--- src/rtl/strop_pkg.sv ---
`timescale 1ns/1ps
package strop_pkg;
  localparam int DATA_W = 32;
  localparam int LANES  = DATA_W / 8;

  typedef enum logic [1:0] {
    OP_LOAD  = 2'd0,
    OP_STORE = 2'd1,
    OP_MOVE  = 2'd2
  } op_e;

  localparam logic [1:0] SZ_BYTE  = 2'd0;
  localparam logic [1:0] SZ_WORD  = 2'd1;
  localparam logic [1:0] SZ_DWORD = 2'd2;

  typedef enum logic [1:0] {
    ST_IDLE = 2'd0,
    ST_RD   = 2'd1,
    ST_WR   = 2'd2,
    ST_UPD  = 2'd3
  } state_e;

  // number of bytes in one element
  function automatic logic [2:0] elem_bytes(input logic [1:0] sz);
    case (sz)
      SZ_BYTE: return 3'd1;
      SZ_WORD: return 3'd2;
      default: return 3'd4;
    endcase
  endfunction

  function automatic logic cmd_legal(input logic [1:0] op, input logic [1:0] sz);
    return (op != 2'd3) && (sz != 2'd3);
  endfunction

  // enables for the low element bytes
  function automatic logic [LANES-1:0] lane_enables(input logic [1:0] sz);
    logic [LANES-1:0] en;
    for (int k = 0; k < LANES; k++) en[k] = (k < int'(elem_bytes(sz)));
    return en;
  endfunction

  // keep the element bytes, clear the rest
  function automatic logic [DATA_W-1:0] keep_elem(input logic [DATA_W-1:0] d,
                                                  input logic [1:0] sz);
    logic [DATA_W-1:0] r;
    for (int k = 0; k < LANES; k++)
      r[8*k +: 8] = (k < int'(elem_bytes(sz))) ? d[8*k +: 8] : 8'h00;
    return r;
  endfunction

  // replace the element bytes of old with fresh ones
  function automatic logic [DATA_W-1:0] merge_low(input logic [DATA_W-1:0] old,
                                                  input logic [DATA_W-1:0] fresh,
                                                  input logic [1:0] sz);
    logic [DATA_W-1:0] r;
    for (int k = 0; k < LANES; k++)
      r[8*k +: 8] = (k < int'(elem_bytes(sz))) ? fresh[8*k +: 8] : old[8*k +: 8];
    return r;
  endfunction
endpackage

--- src/rtl/strop_seq.sv ---
`timescale 1ns/1ps
module strop_seq
  import strop_pkg::*;
(
  input  logic       clk,
  input  logic       rst_n,
  input  logic       start,
  input  logic [1:0] cmd_op,
  input  logic [1:0] cmd_size,
  input  logic       cmd_dir,
  input  logic       mem_ack,
  output state_e     state,
  output op_e        op_q,
  output logic [1:0] size_q,
  output logic       dir_q,
  output logic       accept,
  output logic       rd_ack,
  output logic       update,
  output logic       busy,
  output logic       done
);
  state_e state_nx;
  logic   wr_ack;

  assign accept = start && (state == ST_IDLE) && cmd_legal(cmd_op, cmd_size);
  assign rd_ack = (state == ST_RD) && mem_ack;
  assign wr_ack = (state == ST_WR) && mem_ack;
  assign update = (state == ST_UPD);
  assign busy   = (state != ST_IDLE);

  always_comb begin
    state_nx = state;
    case (state)
      ST_IDLE: if (accept) state_nx = (op_e'(cmd_op) == OP_STORE) ? ST_WR : ST_RD;
      ST_RD:   if (rd_ack) state_nx = (op_q == OP_MOVE) ? ST_WR : ST_UPD;
      ST_WR:   if (wr_ack) state_nx = ST_UPD;
      ST_UPD:  state_nx = ST_IDLE;
      default: state_nx = ST_IDLE;
    endcase
  end

  always_ff @(posedge clk or negedge rst_n) begin
    if (!rst_n) begin
      state  <= ST_IDLE;
      op_q   <= OP_LOAD;
      size_q <= SZ_BYTE;
      dir_q  <= 1'b0;
      done   <= 1'b0;
    end else begin
      state <= state_nx;
      done  <= update;
      if (accept) begin
        op_q   <= op_e'(cmd_op);
        size_q <= cmd_size;
        dir_q  <= cmd_dir;
      end
    end
  end
endmodule

--- src/rtl/strop_datapath.sv ---
`timescale 1ns/1ps
module strop_datapath
  import strop_pkg::*;
#(
  parameter int ADDR_W = 32
) (
  input  logic              clk,
  input  logic              rst_n,
  input  state_e            state,
  input  op_e               op_q,
  input  logic [1:0]        size_q,
  input  logic              dir_q,
  input  logic              rd_ack,
  input  logic              update,
  input  logic              preset,
  input  logic [ADDR_W-1:0] preset_si,
  input  logic [ADDR_W-1:0] preset_di,
  input  logic [DATA_W-1:0] preset_acc,
  input  logic [ADDR_W-1:0] ds_base,
  input  logic [ADDR_W-1:0] es_base,
  input  logic [DATA_W-1:0] mem_rdata,
  output logic              mem_req,
  output logic              mem_we,
  output logic [ADDR_W-1:0] mem_addr,
  output logic [LANES-1:0]  mem_be,
  output logic [DATA_W-1:0] mem_wdata,
  output logic [ADDR_W-1:0] si_q,
  output logic [ADDR_W-1:0] di_q,
  output logic [DATA_W-1:0] acc_q
);
  logic [DATA_W-1:0] hold_q;
  logic [ADDR_W-1:0] wr_base;

  function automatic logic [ADDR_W-1:0] step_idx(input logic [ADDR_W-1:0] idx,
                                                 input logic [1:0] sz,
                                                 input logic back);
    logic [ADDR_W-1:0] n;
    n = ADDR_W'(elem_bytes(sz));
    return back ? (idx - n) : (idx + n);
  endfunction

  assign wr_base   = (op_q == OP_MOVE) ? es_base : ds_base;
  assign mem_req   = (state == ST_RD) || (state == ST_WR);
  assign mem_we    = (state == ST_WR);
  assign mem_addr  = (state == ST_WR) ? (wr_base + di_q) : (ds_base + si_q);
  assign mem_be    = lane_enables(size_q);
  assign mem_wdata = keep_elem((op_q == OP_MOVE) ? hold_q : acc_q, size_q);

  always_ff @(posedge clk or negedge rst_n) begin
    if (!rst_n) begin
      si_q   <= '0;
      di_q   <= '0;
      acc_q  <= '0;
      hold_q <= '0;
    end else begin
      if (preset && (state == ST_IDLE)) begin
        si_q  <= preset_si;
        di_q  <= preset_di;
        acc_q <= preset_acc;
      end
      if (rd_ack) begin
        if (op_q == OP_LOAD) acc_q  <= merge_low(acc_q, mem_rdata, size_q);
        else                 hold_q <= keep_elem(mem_rdata, size_q);
      end
      if (update) begin
        if (op_q != OP_STORE) si_q <= step_idx(si_q, size_q, dir_q);
        if (op_q != OP_LOAD)  di_q <= step_idx(di_q, size_q, dir_q);
      end
    end
  end
endmodule

--- src/rtl/strop_engine.sv ---
`timescale 1ns/1ps
module strop_engine
  import strop_pkg::*;
#(
  parameter int ADDR_W = 32
) (
  input  logic              clk,
  input  logic              rst_n,
  input  logic              start,
  input  logic [1:0]        cmd_op,
  input  logic [1:0]        cmd_size,
  input  logic              cmd_dir,
  input  logic              preset,
  input  logic [ADDR_W-1:0] preset_si,
  input  logic [ADDR_W-1:0] preset_di,
  input  logic [31:0]       preset_acc,
  input  logic [ADDR_W-1:0] ds_base,
  input  logic [ADDR_W-1:0] es_base,
  output logic              mem_req,
  output logic              mem_we,
  output logic [ADDR_W-1:0] mem_addr,
  output logic [3:0]        mem_be,
  output logic [31:0]       mem_wdata,
  input  logic [31:0]       mem_rdata,
  input  logic              mem_ack,
  output logic              busy,
  output logic              done,
  output logic [ADDR_W-1:0] si_q,
  output logic [ADDR_W-1:0] di_q,
  output logic [31:0]       acc_q
);
  state_e     state;
  op_e        op_q;
  logic [1:0] size_q;
  logic       dir_q;

  // named events for the checker
  logic ev_accept;
  logic ev_rd_ack;
  logic ev_update;

  strop_seq u_seq (
    .clk      (clk),
    .rst_n    (rst_n),
    .start    (start),
    .cmd_op   (cmd_op),
    .cmd_size (cmd_size),
    .cmd_dir  (cmd_dir),
    .mem_ack  (mem_ack),
    .state    (state),
    .op_q     (op_q),
    .size_q   (size_q),
    .dir_q    (dir_q),
    .accept   (ev_accept),
    .rd_ack   (ev_rd_ack),
    .update   (ev_update),
    .busy     (busy),
    .done     (done)
  );

  strop_datapath #(.ADDR_W(ADDR_W)) u_dp (
    .clk        (clk),
    .rst_n      (rst_n),
    .state      (state),
    .op_q       (op_q),
    .size_q     (size_q),
    .dir_q      (dir_q),
    .rd_ack     (ev_rd_ack),
    .update     (ev_update),
    .preset     (preset),
    .preset_si  (preset_si),
    .preset_di  (preset_di),
    .preset_acc (preset_acc),
    .ds_base    (ds_base),
    .es_base    (es_base),
    .mem_rdata  (mem_rdata),
    .mem_req    (mem_req),
    .mem_we     (mem_we),
    .mem_addr   (mem_addr),
    .mem_be     (mem_be),
    .mem_wdata  (mem_wdata),
    .si_q       (si_q),
    .di_q       (di_q),
    .acc_q      (acc_q)
  );
endmodule

--- config.mk ---
export PLATFORM = sky130hd
export DESIGN_NAME = strop_engine
export DESIGN_NICKNAME = d
export VERILOG_FILES = /design/src/rtl/strop_pkg.sv /design/src/rtl/strop_seq.sv /design/src/rtl/strop_datapath.sv /design/src/rtl/strop_engine.sv
export SDC_FILE = /design/constraint.sdc
export NUM_CORES = 1
export LEC_CHECK = 0
export ABC_AREA = 1
export BUFFER_PORTS_ARGS = -buffer_cell sky130_fd_sc_hd__buf_2
export CORE_ASPECT_RATIO = 2
export CORE_MARGIN = 2
export CORE_UTILIZATION = 45
export DETAILED_ROUTE_END_ITERATION = 10
export MAX_ROUTING_LAYER = met4
export PLACE_DENSITY = 0.69
export SYNTH_ARGS = -nofsm -noshare
export SYNTH_HDL_FRONTEND = slang
export SYNTH_SLANG_ARGS = --single-unit
--- constraint.sdc ---
create_clock -name clk -period 9.6 [get_ports clk]
set_clock_uncertainty 0.05 [all_clocks]
set_input_delay 0.48 -clock clk [delete_from_list [all_inputs] [get_ports clk]]
set_output_delay 0.48 -clock clk [all_outputs]
set_load 0.1 [all_outputs]
==> run_results.csv, run 1 <==
group,metric,value,unit
timing,drv_slew,0,
placement,gp_routability_congestion,1.07,
timing,fin_tns_setup,0,ps
critical_path,endpoint_kind,"output pin",
job,cap_violations,0,
timing,worstMarginPinSlew,1070,ps
drt,vias,18200,
logic_synthesis,synth_cells,2429,
run_status,violations,"hold timing",
logic_synthesis,synth_top_area_frac,0.226,
critical_path,crit_family,"buffers and inverters",
global_routing,gr-total-overflow,0,
clock_network,cts.reportedPaths.clkPinSlew,70,ps
layout,syn_to_final_growth,18.9,%
drt,routed_wl,64300,um
logic_synthesis,yosysWarnings,0,
clock_network,cts_max_path_buffers,2,
timing,hold_violations,7,
global_routing,grt_pass1_vias,17700,
layout,n_fill_cell,3405,
logic_synthesis,synth_nets,2762,
timing,period_needed,5040,ps
logic_synthesis,ys_seq_area_frac,0.226,
critical_path,r2r_slack,6190,ps
layout,nets,3094,
placement,dp_hpwl,52200,um
clock_network,cts_root_buf,"clkbuf_16",
logic_synthesis,syn-cell-area,15100,sq um
drt,drt_iter0_drc,1327,
run_status,status,"finished, violations left",
hold_path,hold_path.class,"in -> async",
clock_network,clock-sinks,136,
critical_path,crit_chain,"inv_1 -> nor2_4 -> buf_4 -> o21ai_0 -> fa_1 -> nand2_1 -> nand2_1 -> o21ai_1 -> nor2_1 -> nor2_1 -> inv_1 -> a21oi_1 -> o21ai_0 -> a21oi_1 -> o21ai_0 -> nand2_1 -> buf_2",
clock_network,htree_levels,4,
critical_path,crit_type,"reg -> out",
timing,rsz0062_at_grt,"no",
global_routing,track_usage,0.371,
clock_network,post_cts_resized,0,
logic_synthesis,synth_top_area_cell,"dfrtp_1",
drt,final_antenna_net_count,0,
drt,viasPerCell,5.67,
timing,max_freq,199,MHz
critical_path,setup.worst_path.start_class,"flop",
timing,whs,-12.7,ps
logic_synthesis,synth_edf_count,0,
floorplanning,std_cell_rows,94,
clock_network,clkLatencyLatePin,450,ps
clock_network,post_cts_buffers,0,
global_routing,grt_max_degree,72,
placement,portBuffers,368,
critical_path,critPathBufInv,4,
critical_path,crit_arrival,4510,ps
layout,multi_input_area,10300,sq um
logic_synthesis,yosysMostFrequentCell,"nand2_1",
floorplanning,io_pins,370,
logic_synthesis,synth.top_cells.by_count,"nand2_1, inv_1, o21ai_0, a21oi_1, nor2_1",
critical_path,path_max_fanout,63,
floorplanning,fp.dieH,263,um
critical_path,cpPeakStageDelay,600,ps
clock_network,cts_tree,"done",
floorplanning,coreArea,32900,sq um
logic_synthesis,async_reset_ff_frac,1.00,
timing,slew_headroom,0.284,
drt,wl_per_cell,20.0,um
logic_synthesis,syn_avg_cell_area,6.20,sq um
global_routing,grt_pass1_wl,98000,um
logic_synthesis,postSynthRegisterBits,136,
layout,drive_gt1_frac,0.169,
drt,drtPass1Iterations,6,
timing,period_share,0.525,
logic_synthesis,synth_area_leaders,"dfrtp_1, nand2_1, ha_1",
logic_synthesis,synth_cell_types,56,
floorplanning,fp.dieArea,35000,sq um
timing,setup_viol_count_final,0,
global_routing,antenna_found_initial,5,
floorplanning,die_w,133,um
drt,drc,0,
clock_network,numCtsBuffers,17,
clock_network,cts_hold_buffers,0,
logic_synthesis,synth_ff_type,"dfrtp_1",
floorplanning,start_util,0.457,
layout,seq_area,3400,sq um
critical_path,crit_required,9070,ps
critical_path,crit_slowest_cell,"buf_4",
layout,final_util,0.544,
## placed cells by master (no fill, tap or decap), types with 24 or more instances in the layout
cell,n
o21ai_0,262
inv_1,279
a21oi_1,250
buf_2,367
o21bai_1,24
dfrtp_1,135
nor2_1,243
nor3_1,44
nand2_1,613
nand3_1,133
ha_1,129
## worst paths after layout
path / from / endpoint / cells past startpoint
min in group clk: preset_si[25] / u_dp.si_q[25] / 3
max: u_seq.op_q[1] / mem_addr[18] / 17
max reg2reg: u_seq.dir_q / u_dp.si_q[24] / 17
min: rst_n / u_dp.acc_q[0] / 1
max in group asynchronous: rst_n / u_dp.di_q[13] / 2
min reg2reg: u_dp.hold_q[16] / u_dp.hold_q[16] / 2
## per-stage QoR
stage / hold WS [ps] / cell area, sq um / worst slack (ps) / cells
floorplan: 134 / 15100 / 4130 / 2429
global placement: 410 / 17300 / 5180 / 3174
detailed placement: 420 / 17300 / 5120 / 3174
CTS: 11.4 / 17900 / 4620 / 3205
global route: 34.1 / 17900 / 4230 / 3209
finish: -12.7 / 17900 / 4560 / 3209
## flip-flops by register name (all words and copies together), names as in the netlist
signal and flops:
u_seq.state 2, u_dp.si_q 32, u_dp.acc_q 32, u_seq.op_q 2, u_seq.size_q 2, u_seq.done 1, u_dp.hold_q 32, u_dp.di_q 32
u_seq.dir_q 1
## area by class of cell
type                    instances  area share
multi-input cells            1936       0.577
flip-flops and latches        136       0.190
inverters                     289      0.0607
clock buffers                  17      0.0238
clock inverters                14     0.00923
repair buffers                381       0.109
well taps                     432      0.0302
diodes                          4    0.000559
## per-layer routing
| metal | global-route usage | vias up | part of all wire |
|---|---|---|---|
| met5 | - | - | 0 |
| met4 | 0.204 | 0 | 0.062 |
| met3 | 0.0484 | 178 | 0.060 |
| met2 | 0.642 | 849 | 0.50 |
| met1 | 0.408 | 8322 | 0.38 |
| li1 | - | 8834 | - |
## logic make-up after synthesis
| family | count (synthesis) | synth area share |
|---|---|---|
| muxes | 1 | 0.000665 |
| AOI/OAI and AO/OA | 677 | 0.250 |
| adders and majority gates | 131 | 0.110 |
| buffers and inverters | 357 | 0.0902 |
| DFF | 136 | 0.226 |
| other | 1 | 0.000249 |
| xor gates and xnor gates | 24 | 0.0140 |
| and+or+nand+nor | 1102 | 0.309 |
Power of run 1 is not shown: default switching activity piles up to over one toggle a cycle in this logic, so the estimate is an artifact.
==> run 2: changes to the inputs <==
--- a/config.mk
+++ b/config.mk
@@ -5,14 +5,14 @@
 export SDC_FILE = /design/constraint.sdc
 export NUM_CORES = 1
 export LEC_CHECK = 0
-export ABC_AREA = 1
+export ABC_AREA = 0
 export BUFFER_PORTS_ARGS = -buffer_cell sky130_fd_sc_hd__buf_2
 export CORE_ASPECT_RATIO = 2
 export CORE_MARGIN = 2
 export CORE_UTILIZATION = 45
 export DETAILED_ROUTE_END_ITERATION = 10
 export MAX_ROUTING_LAYER = met4
-export PLACE_DENSITY = 0.69
+export PLACE_DENSITY = 0.73
 export SYNTH_ARGS = -nofsm -noshare
 export SYNTH_HDL_FRONTEND = slang
 export SYNTH_SLANG_ARGS = --single-unit
==> constraint.sdc (replaced) <==
create_clock -name clk -period 4.4 [get_ports clk]
set_clock_uncertainty 0.05 [all_clocks]
set_input_delay 0.22 -clock clk [delete_from_list [all_inputs] [get_ports clk]]
set_output_delay 0.22 -clock clk [all_outputs]
set_load 0.1 [all_outputs]
==> run 2 against run 1 <==
The run now ends clean. Area after synthesis is 11% lower. Die area fell by 11%. Critical path depth rose by 1. Setup slack worse by 4500 ps. Global-route usage down 2.4 points. Synthesized cell count is 29% lower. Sequential share of layout area hardly changed. Clock-buffer cell count grew 2. Register-to-register slack got worse by 5800 ps. Utilization up 6.7 points. Worst hold slack improved by 32 ps. Critical path type unchanged. Highest routed layer unchanged.
==> run_results.csv, run 2 <==
group,metric,value,unit
drt,vias,15000,
floorplanning,coreArea,29400,sq um
layout,nets,2492,
clock_network,numCtsBuffers,17,
placement,placed_cells_incl_taps,2423,
floorplanning,fp.dieH,248,um
timing,setup_viol_count_final,0,
timing,drv_slew,0,
timing,period_needed,4370,ps
logic_synthesis,synth-simple-area-share,0.200,
timing,worstMarginPinSlew,1050,ps
run_status,status,"complete, no violations",
logic_synthesis,synth_ff_type,"dfrtp_1",
floorplanning,start_util,0.455,
clock_network,cts_max_path_buffers,2,
layout,instances_no_fill,2539,
clock_network,htree_levels,4,
drt,wl_per_cell,21.5,um
logic_synthesis,synth_edf_count,0,
clock_network,clock-sinks,136,
drt,dr_wl_met2,28400,um
logic_synthesis,yosysMostFrequentCell,"nand2_1",
logic_synthesis,postSynthRegisterBits,136,
floorplanning,fp.dieArea,31200,sq um
layout,n_fill_cell,2671,
logic_synthesis,syn-cell-area,13400,sq um
critical_path,reg2reg_depth,14,
timing,hold_violations,0,
job,cap_violations,0,
timing,fin_tns_setup,0,ps
drt,routed_wl,54500,um
hold_path,worstHoldPathCells,3,
logic_synthesis,synth_fa_ha_area_frac,0.124,
global_routing,grt_pass1_vias,15100,
logic_synthesis,synthXorXnorAreaFrac,0.0642,
placement,dp_hpwl,42500,um
logic_synthesis,synth_cells,1715,
logic_synthesis,synth.top_cells.by_count,"nand2_1, a21oi_1, o21ai_0, dfrtp_1, ha_1",
clock_network,cts_tree,"done",
critical_path,endpoint_kind,"output pin",
critical_path,crit_type,"reg -> out",
timing,period_share,0.993,
layout,final_common_cell,"buf_2",
drt,final_antenna_net_count,0,
critical_path,crit_required,4130,ps
clock_network,cts_root_buf,"clkbuf_16",
drt,met3_length,2840,um
logic_synthesis,synth_area_leaders,"dfrtp_1, ha_1, nand2_1",
critical_path,path_max_fanout,4,
floorplanning,io_pins,370,
drt,viasPerCell,5.92,
logic_synthesis,yosysWarnings,0,
logic_synthesis,synth_top_area_cell,"dfrtp_1",
logic_synthesis,synth_cell_types,84,
clock_network,cts.reportedPaths.clkPinSlew,70,ps
logic_synthesis,async_reset_ff_frac,1.00,
floorplanning,die_w,126,um
drt,drtPass1Iterations,5,
layout,final_cell_mix,"buf_2, nand2_1, dfrtp_1",
timing,slew_headroom,0.299,
timing,max_freq,229,MHz
logic_synthesis,synth_compound_area_frac,0.266,
global_routing,track_usage,0.347,
logic_synthesis,ys_seq_area_frac,0.254,
logic_synthesis,muxShareOfSynthArea,0.0584,
critical_path,crit_arrival,4100,ps
critical_path,setup.worst_path.start_class,"flop",
floorplanning,std_cell_rows,89,
clock_network,clkLatencyLatePin,450,ps
layout,drive_gt1_frac,0.275,
placement,portBuffers,368,
timing,rsz0062_at_grt,"yes",
logic_synthesis,synth_nets,2048,
drt,drt_iter0_drc,843,
logic_synthesis,synth_top_area_frac,0.254,
global_routing,grt_max_degree,57,
global_routing,antenna_found_initial,2,
drt,met1_length,18700,um
drt,drc,0,
logic_synthesis,syn_avg_cell_area,7.80,sq um
placement,gp_routability_congestion,1.00,
global_routing,gr-total-overflow,0,
global_routing,grt_pass1_wl,81200,um
drt,dr.max_layer_used,"met4",
logic_synthesis,synth_top_family_by_area,"compound AO/OA/AOI/OAI gates",
hold_path,hold_path.class,"in -> reg",
layout,syn_to_final_growth,34.1,%
## run 2: cell type report
class | count | area [sq um] | area share
multi-input combinational | 1463 | 9990 | 0.557
sequential | 136 | 3410 | 0.190
timing repair buffer | 496 | 3300 | 0.184
tap | 364 | 455 | 0.0254
clock buffer | 19 | 453 | 0.0252
inverter | 45 | 171 | 0.00955
clock inverter | 13 | 160 | 0.00892
antenna | 3 | 7.51 | 0.000418
## run 2: final timing paths
check | start | endpoint | slack, ps
max in group asynchronous | rst_n | u_seq.dir_q | 3010
max | u_seq.op_q[0] | mem_addr[18] | 30
min in group asynchronous | rst_n | u_dp.acc_q[2] | 190
min | preset_di[17] | u_dp.di_q[17] | 20
max reg2reg | u_seq.size_q[0] | u_dp.si_q[24] | 430
min reg2reg | u_dp.hold_q[28] | u_dp.hold_q[28] | 430
## run 2: cell families after synthesis
family                     Yosys count
adders and majority gates          131
AOI/OAI and AO/OA                  551
muxes                               74
and+or+nand+nor                    608
other                                1
buffers and inverters              116
DFF                                136
xor gates and xnor gates            98
## run 2: metrics by stage
| stage | cell area (sq um) | utilization | hold WS, ps | setup WS, ps |
|---|---|---|---|---|
| 2_1_floorplan | 13700 | - | -126 | -121 |
| 3_3_place_gp | 16300 | 0.555 | 118 | 186 |
| 3_5_place_dp | 16300 | 0.555 | 118 | 41.7 |
| 4_1_cts | 17700 | 0.601 | 0.0955 | 20.6 |
| 5_1_grt | 17900 | 0.610 | 21.1 | -72.4 |
| 6_report | 17900 | 0.610 | 19.1 | 28.9 |
## run 2: critical path, cell delays in order (launching register included)
cell and delay [ps]:
dfrtp_1 400, buf_6 130, nor2_4 40, buf_6 120, nand2_2 70, nand2_2 60
ha_4 160, fa_2 380, a211o_1 320, a211oi_2 190, buf_4 160, nor3b_4 50
o31a_1 300, o21a_1 200, o21a_1 210, o21a_1 200, o21a_1 200, o31ai_4 250
buf_12 220
## run 2: timing repair
item,in CTS,in global routing
hold buffers,65,0
gates cloned,0,1
setup endpoints to repair,4,8
endpoints found under the hold margin,113,0
pin swaps,5,11
setup buffers,2,13
resized for setup,12,39
## run 2: metal layers
layer	up-vias	track usage
met1	7082	0.335
met3	213	0.0502
met4	0	0.250
li1	7107	-
met2	638	0.626
met5	-	-
Power of run 2 is left out for the same reason.
